File: config.mk
export PLATFORM = sky130hd
export DESIGN_NAME = tmr_irq_unit
export DESIGN_NICKNAME = d
export VERILOG_FILES = /design/src/rtl/tmr_irq_pkg.sv /design/src/rtl/tmr_irq_flags.sv /design/src/rtl/tmr_irq_mask.sv /design/src/rtl/tmr_irq_arb.sv /design/src/rtl/tmr_irq_unit.sv
export SDC_FILE = /design/constraint.sdc
export NUM_CORES = 1
export LEC_CHECK = 0
export BUFFER_PORTS_ARGS = -buffer_cell sky130_fd_sc_hd__buf_4
export CAP_MARGIN = 20
export CORE_MARGIN = 2
export CORE_UTILIZATION = 30
export DETAILED_ROUTE_END_ITERATION = 8
export PLACE_DENSITY = 0.63
export SETUP_SLACK_MARGIN = 0.5
export SYNTH_ARGS = -nofsm -noshare
export SYNTH_HDL_FRONTEND = slang
export SYNTH_SLANG_ARGS = --single-unit
File: constraint.sdc
create_clock -name clk -period 2.6 [get_ports clk]
set_input_delay 0.13 -clock clk [delete_from_list [all_inputs] [get_ports clk]]
set_output_delay 0.13 -clock clk [all_outputs]
set_load 0.02 [all_outputs]
File: src/rtl/tmr_irq_pkg.sv
package tmr_irq_pkg;
  localparam int NSRC   = 3;
  localparam int ADDR_W = 6;
  localparam int DATA_W = 8;
  localparam int VEC_W  = 3;
  localparam logic [ADDR_W-1:0] ADDR_FLAG = 6'h38;
  localparam logic [ADDR_W-1:0] ADDR_MASK = 6'h39;
  localparam int VEC_BASE = 3;

  // Source index 0 = compare A timer 1, 1 = overflow timer 1, 2 = overflow timer 0
  function automatic int src_bitpos(input int idx);
    case (idx)
      0:       return 6;
      1:       return 2;
      default: return 1;
    endcase
  endfunction

  function automatic logic [VEC_W-1:0] src_vector(input int idx);
    return VEC_W'(VEC_BASE + idx);
  endfunction

  function automatic logic [DATA_W-1:0] pack_reg(input logic [NSRC-1:0] v);
    logic [DATA_W-1:0] r;
    r = '0;
    for (int i = 0; i < NSRC; i++) r[src_bitpos(i)] = v[i];
    return r;
  endfunction

  function automatic logic [NSRC-1:0] unpack_reg(input logic [DATA_W-1:0] d);
    logic [NSRC-1:0] v;
    for (int i = 0; i < NSRC; i++) v[i] = d[src_bitpos(i)];
    return v;
  endfunction
endpackage

File: src/rtl/tmr_irq_flags.sv
module tmr_irq_flags
  import tmr_irq_pkg::*;
(
  input  logic             clk,
  input  logic             rst_n,
  input  logic [NSRC-1:0]  ev,
  input  logic [NSRC-1:0]  wr_clr,
  input  logic             ack,
  input  logic [VEC_W-1:0] ack_vec,
  output logic [NSRC-1:0]  flag_q
);
  for (genvar g = 0; g < NSRC; g++) begin : g_flag
    logic ack_hit;
    assign ack_hit = ack && (ack_vec == src_vector(g));
    always_ff @(posedge clk or negedge rst_n) begin
      if (!rst_n)                   flag_q[g] <= 1'b0;
      else if (ev[g])               flag_q[g] <= 1'b1;
      else if (wr_clr[g] || ack_hit) flag_q[g] <= 1'b0;
    end
  end
endmodule

File: src/rtl/tmr_irq_mask.sv
module tmr_irq_mask
  import tmr_irq_pkg::*;
(
  input  logic            clk,
  input  logic            rst_n,
  input  logic            we,
  input  logic [NSRC-1:0] d,
  output logic [NSRC-1:0] mask_q
);
  always_ff @(posedge clk or negedge rst_n) begin
    if (!rst_n)  mask_q <= '0;
    else if (we) mask_q <= d;
  end
endmodule

File: src/rtl/tmr_irq_arb.sv
module tmr_irq_arb
  import tmr_irq_pkg::*;
(
  input  logic [NSRC-1:0]  flag_q,
  input  logic [NSRC-1:0]  mask_q,
  input  logic             gie,
  output logic [NSRC-1:0]  active,
  output logic             req,
  output logic [VEC_W-1:0] vec
);
  assign active = gie ? (flag_q & mask_q) : '0;
  assign req    = |active;

  // scan from the last source down so the lowest index is kept
  always_comb begin
    vec = '0;
    for (int i = NSRC - 1; i >= 0; i--) begin
      if (active[i]) vec = src_vector(i);
    end
  end
endmodule

File: src/rtl/tmr_irq_unit.sv
module tmr_irq_unit
  import tmr_irq_pkg::*;
(
  input  logic              clk,
  input  logic              rst_n,
  input  logic              ev_cmpa1,
  input  logic              ev_ovf1,
  input  logic              ev_ovf0,
  input  logic              gie,
  input  logic [ADDR_W-1:0] io_addr,
  input  logic [DATA_W-1:0] io_wdata,
  input  logic              io_we,
  output logic [DATA_W-1:0] io_rdata,
  input  logic              irq_ack,
  input  logic [VEC_W-1:0]  ack_vec,
  output logic              irq_req,
  output logic [VEC_W-1:0]  irq_vec
);
  logic [NSRC-1:0] ev_vec;
  logic [NSRC-1:0] flag_q;
  logic [NSRC-1:0] mask_q;
  logic [NSRC-1:0] active;
  logic [NSRC-1:0] wr_clr;
  logic            sel_flag;
  logic            sel_mask;
  logic            mask_we;

  assign ev_vec   = {ev_ovf0, ev_ovf1, ev_cmpa1};
  assign sel_flag = (io_addr == ADDR_FLAG);
  assign sel_mask = (io_addr == ADDR_MASK);
  assign mask_we  = io_we && sel_mask;
  assign wr_clr   = (io_we && sel_flag) ? unpack_reg(io_wdata) : '0;

  tmr_irq_flags u_flags (
    .clk     (clk),
    .rst_n   (rst_n),
    .ev      (ev_vec),
    .wr_clr  (wr_clr),
    .ack     (irq_ack),
    .ack_vec (ack_vec),
    .flag_q  (flag_q)
  );

  tmr_irq_mask u_mask (
    .clk    (clk),
    .rst_n  (rst_n),
    .we     (mask_we),
    .d      (unpack_reg(io_wdata)),
    .mask_q (mask_q)
  );

  tmr_irq_arb u_arb (
    .flag_q (flag_q),
    .mask_q (mask_q),
    .gie    (gie),
    .active (active),
    .req    (irq_req),
    .vec    (irq_vec)
  );

  always_comb begin
    if (sel_flag)      io_rdata = pack_reg(flag_q);
    else if (sel_mask) io_rdata = pack_reg(mask_q);
    else               io_rdata = '0;
  end
endmodule

==> flow_metrics.tcl <==
set metrics [dict create \
    seq_area_frac_synth_pct 33.7 \
    grt_pass1_vias 425 \
    critPathCaptureType "output port" \
    final_cell_mix "buf_4, nand2_1, dfrtp_1" \
    ant_nets 0 \
    rsz0062_at_grt "false" \
    ys_warn_count 0 \
    irDropWorstVdd_uv 286 \
    period_needed_ns 1.37 \
    grt-ovfl-total 0 \
    dieArea_sq_mm 0.00181 \
    start_util_pct 33.0 \
    grt.busiest_layer "met2" \
    globalRouteMet1Util_pct 14.7 \
    grt.met2_usage_pct 20.0 \
    antenna_found_initial 0 \
    start_kind "input pin" \
    leakage_uw 0.000341 \
    hold_viol_final 0 \
    core_sq_mm 0.00135 \
    r2r_slack_ns 1.82 \
    via_per_inst 4.67 \
    post_dp_cell_area_sq_um 633 \
    finalMaxSlewViolations 0 \
    cts.sinks 6 \
    synthesis.area_sq_um 445 \
    seq_area_sq_um 150 \
    multiInputGateArea_sq_um 250 \
    grtUsageTotal_pct 12.5 \
    nFillCells 143 \
    drc 0 \
    gp_congestion 0.718 \
    clock.fmax_mhz 728 \
    setup_viol 0 \
    max_stage_delay_ns 0.41 \
    cts_max_path_buffers 2 \
    groute.layer.met3.usage_pct 4.74 \
    yosysTopAreaCell "dfrtp_1" \
    outcome "completed" \
    hold_end "u_flags.flag_q[1]$_DFFE_PN0P_" \
    rr_worst_depth 1 \
    layout-drive-gt1-share_pct 45.6 \
    htree_num_levels 1 \
    clockRootBuffer "clkbuf_4" \
    fin_crit_sh_pct 52.8 \
    path_cells "buf_4, or3b_4, or2_2, nor2_1, buf_4" \
    r2r-start "u_mask.mask_q[2]$_DFFE_PN0P_" \
    io_buffers 26 \
    fin_setup_tns_ns 0 \
    reg2reg_to "u_mask.mask_q[2]$_DFFE_PN0P_" \
    antenna_cells 0 \
    required_ns 2.47 \
    synth_cell_types 18 \
    rows 13 \
    drtIter0Drc 2 \
    ys_seq_elements 6 \
    wl_per_cell_microns 10.4 \
    final_common_cell "buf_4" \
    yosysTopAreaCellShare_pct 33.7 \
    maxCapViolCount 0 \
    routed_wl_microns 978 \
    hold_path_class "in2reg" \
    final_area_sq_um 666 \
    min_from "io_wdata[2]" \
    synth_area_leaders "dfrtp_1, buf_4, mux2_2, mux2i_1, a21oi_1" \
    clkLatencyLatePin_ns 0.23 \
    cp_slowest_cell "or3b_4" \
    hold_path_depth 2 \
    ios 37 \
    grt_max_degree 7 \
    dpl.hpwl_microns 879 \
    ctsResizeCount 0 \
    clkTransAtPathRegs_ns 0.04 \
    criticalPathCategory "in2out" \
    drt-pass1-iter-count 2 \
    cts_tree "yes" \
    num_vias 439 \
    nNetsFinal 106 \
    die_height_microns 42.5 \
    dieWidth_microns 42.5 \
    synth_cells 51 \
    cp.arrival_ns 1.24 \
    syn2layout_area_growth_pct 49.4 \
    powerDensity_mw_per_mm2 421 \
    grt_pass1_wl_microns 1710 \
    finClkSkew_ns 0 \
    avgSynthCellArea_sq_um 8.73 \
    numCtsBuffers 3 \
    crit_top_cell "buf_4" \
    critPathMaxFanout 3 \
]
## power by group
| group | total (uW) | switching, uW | internal, uW |
|---|---|---|---|
| clock | 81.4 | 29.5 | 51.9 |
| combinational | 90.2 | 44.6 | 45.5 |
| sequential | 108 | 6.61 | 102 |
## per-stage QoR
stage	total power (uW)	cells	worst slack (ns)	util, %	hold slack [ns]
after CTS	287	94	1.22	49.3	0.0768
after global placement	199	90	1.21	46.9	-0.0594
after floorplan	162	55	1.30	-	-0.166
after global routing	303	94	1.17	49.3	0.0713
final	280	94	1.23	49.3	0.0805
after detailed placement	200	90	1.20	46.9	-0.0600
## cell type report
type                    instances  share of cell area (%)
inverters                       5                    2.82
multi-input cells              38                    37.6
clock buffers                   3                    3.38
well taps                      15                    2.82
repair buffers                 27                    30.8
flip-flops and latches          6                    22.6
## layer usage
| layer | vias to the layer above | wire (microns) |
|---|---|---|
| met3 | 0 | 80 |
| met1 | 192 | 401 |
| met5 | - | 0 |
| met2 | 19 | 496 |
| li1 | 228 | - |
| met4 | 0 | 0 |
## cells in the mapped netlist
cell type,n
nor3_4,1
nand3_1,1
mux2_2,3
a21oi_1,5
or4bb_1,1
mux2i_1,3
or2_2,1
nor4_2,1
nor2_1,4
buf_4,5
conb_1,1
inv_1,5
nand2_1,6
a31oi_1,4
nand4b_1,2
clkbuf_1,1
or3b_4,1
dfrtp_1,6
## timing repair
action	in CTS	in global routing
hold endpoints to repair	6	0
hold buffers	1	0
buffers inserted	0	0
## worst max path at each step
stage / startpoint / endpoint / slack (ns)
final: io_addr[1] / io_rdata[2] / 1.23
after global routing: io_addr[1] / io_rdata[2] / 1.17
after CTS: io_addr[1] / io_rdata[2] / 1.22
after detailed placement: io_addr[1] / u_mask.mask_q[1]$_DFFE_PN0P_ / 1.20
after global placement: io_addr[1] / u_mask.mask_q[0]$_DFFE_PN0P_ / 1.21
after floorplan: io_addr[1] / io_rdata[1] / 1.30
## kinds of logic after synthesis
family,count (synthesis),share of synthesized area [%]
simple gates,18,26.4
buf+inv,11,13.5
compound gates,9,11.2
mux,6,14.3
flops,6,33.7
other cells,1,0.842
## sequential cells by signal (all words and copies together), names as in the netlist
signal / flops
u_mask.mask_q: 3
u_flags.flag_q: 3
## critical path, delay by kind of cell
family | cells | cell delay [ns]
and+or+nand+nor | 3 | 0.85
buffers and inverters | 2 | 0.26
(Power assumes the default switching activity.)
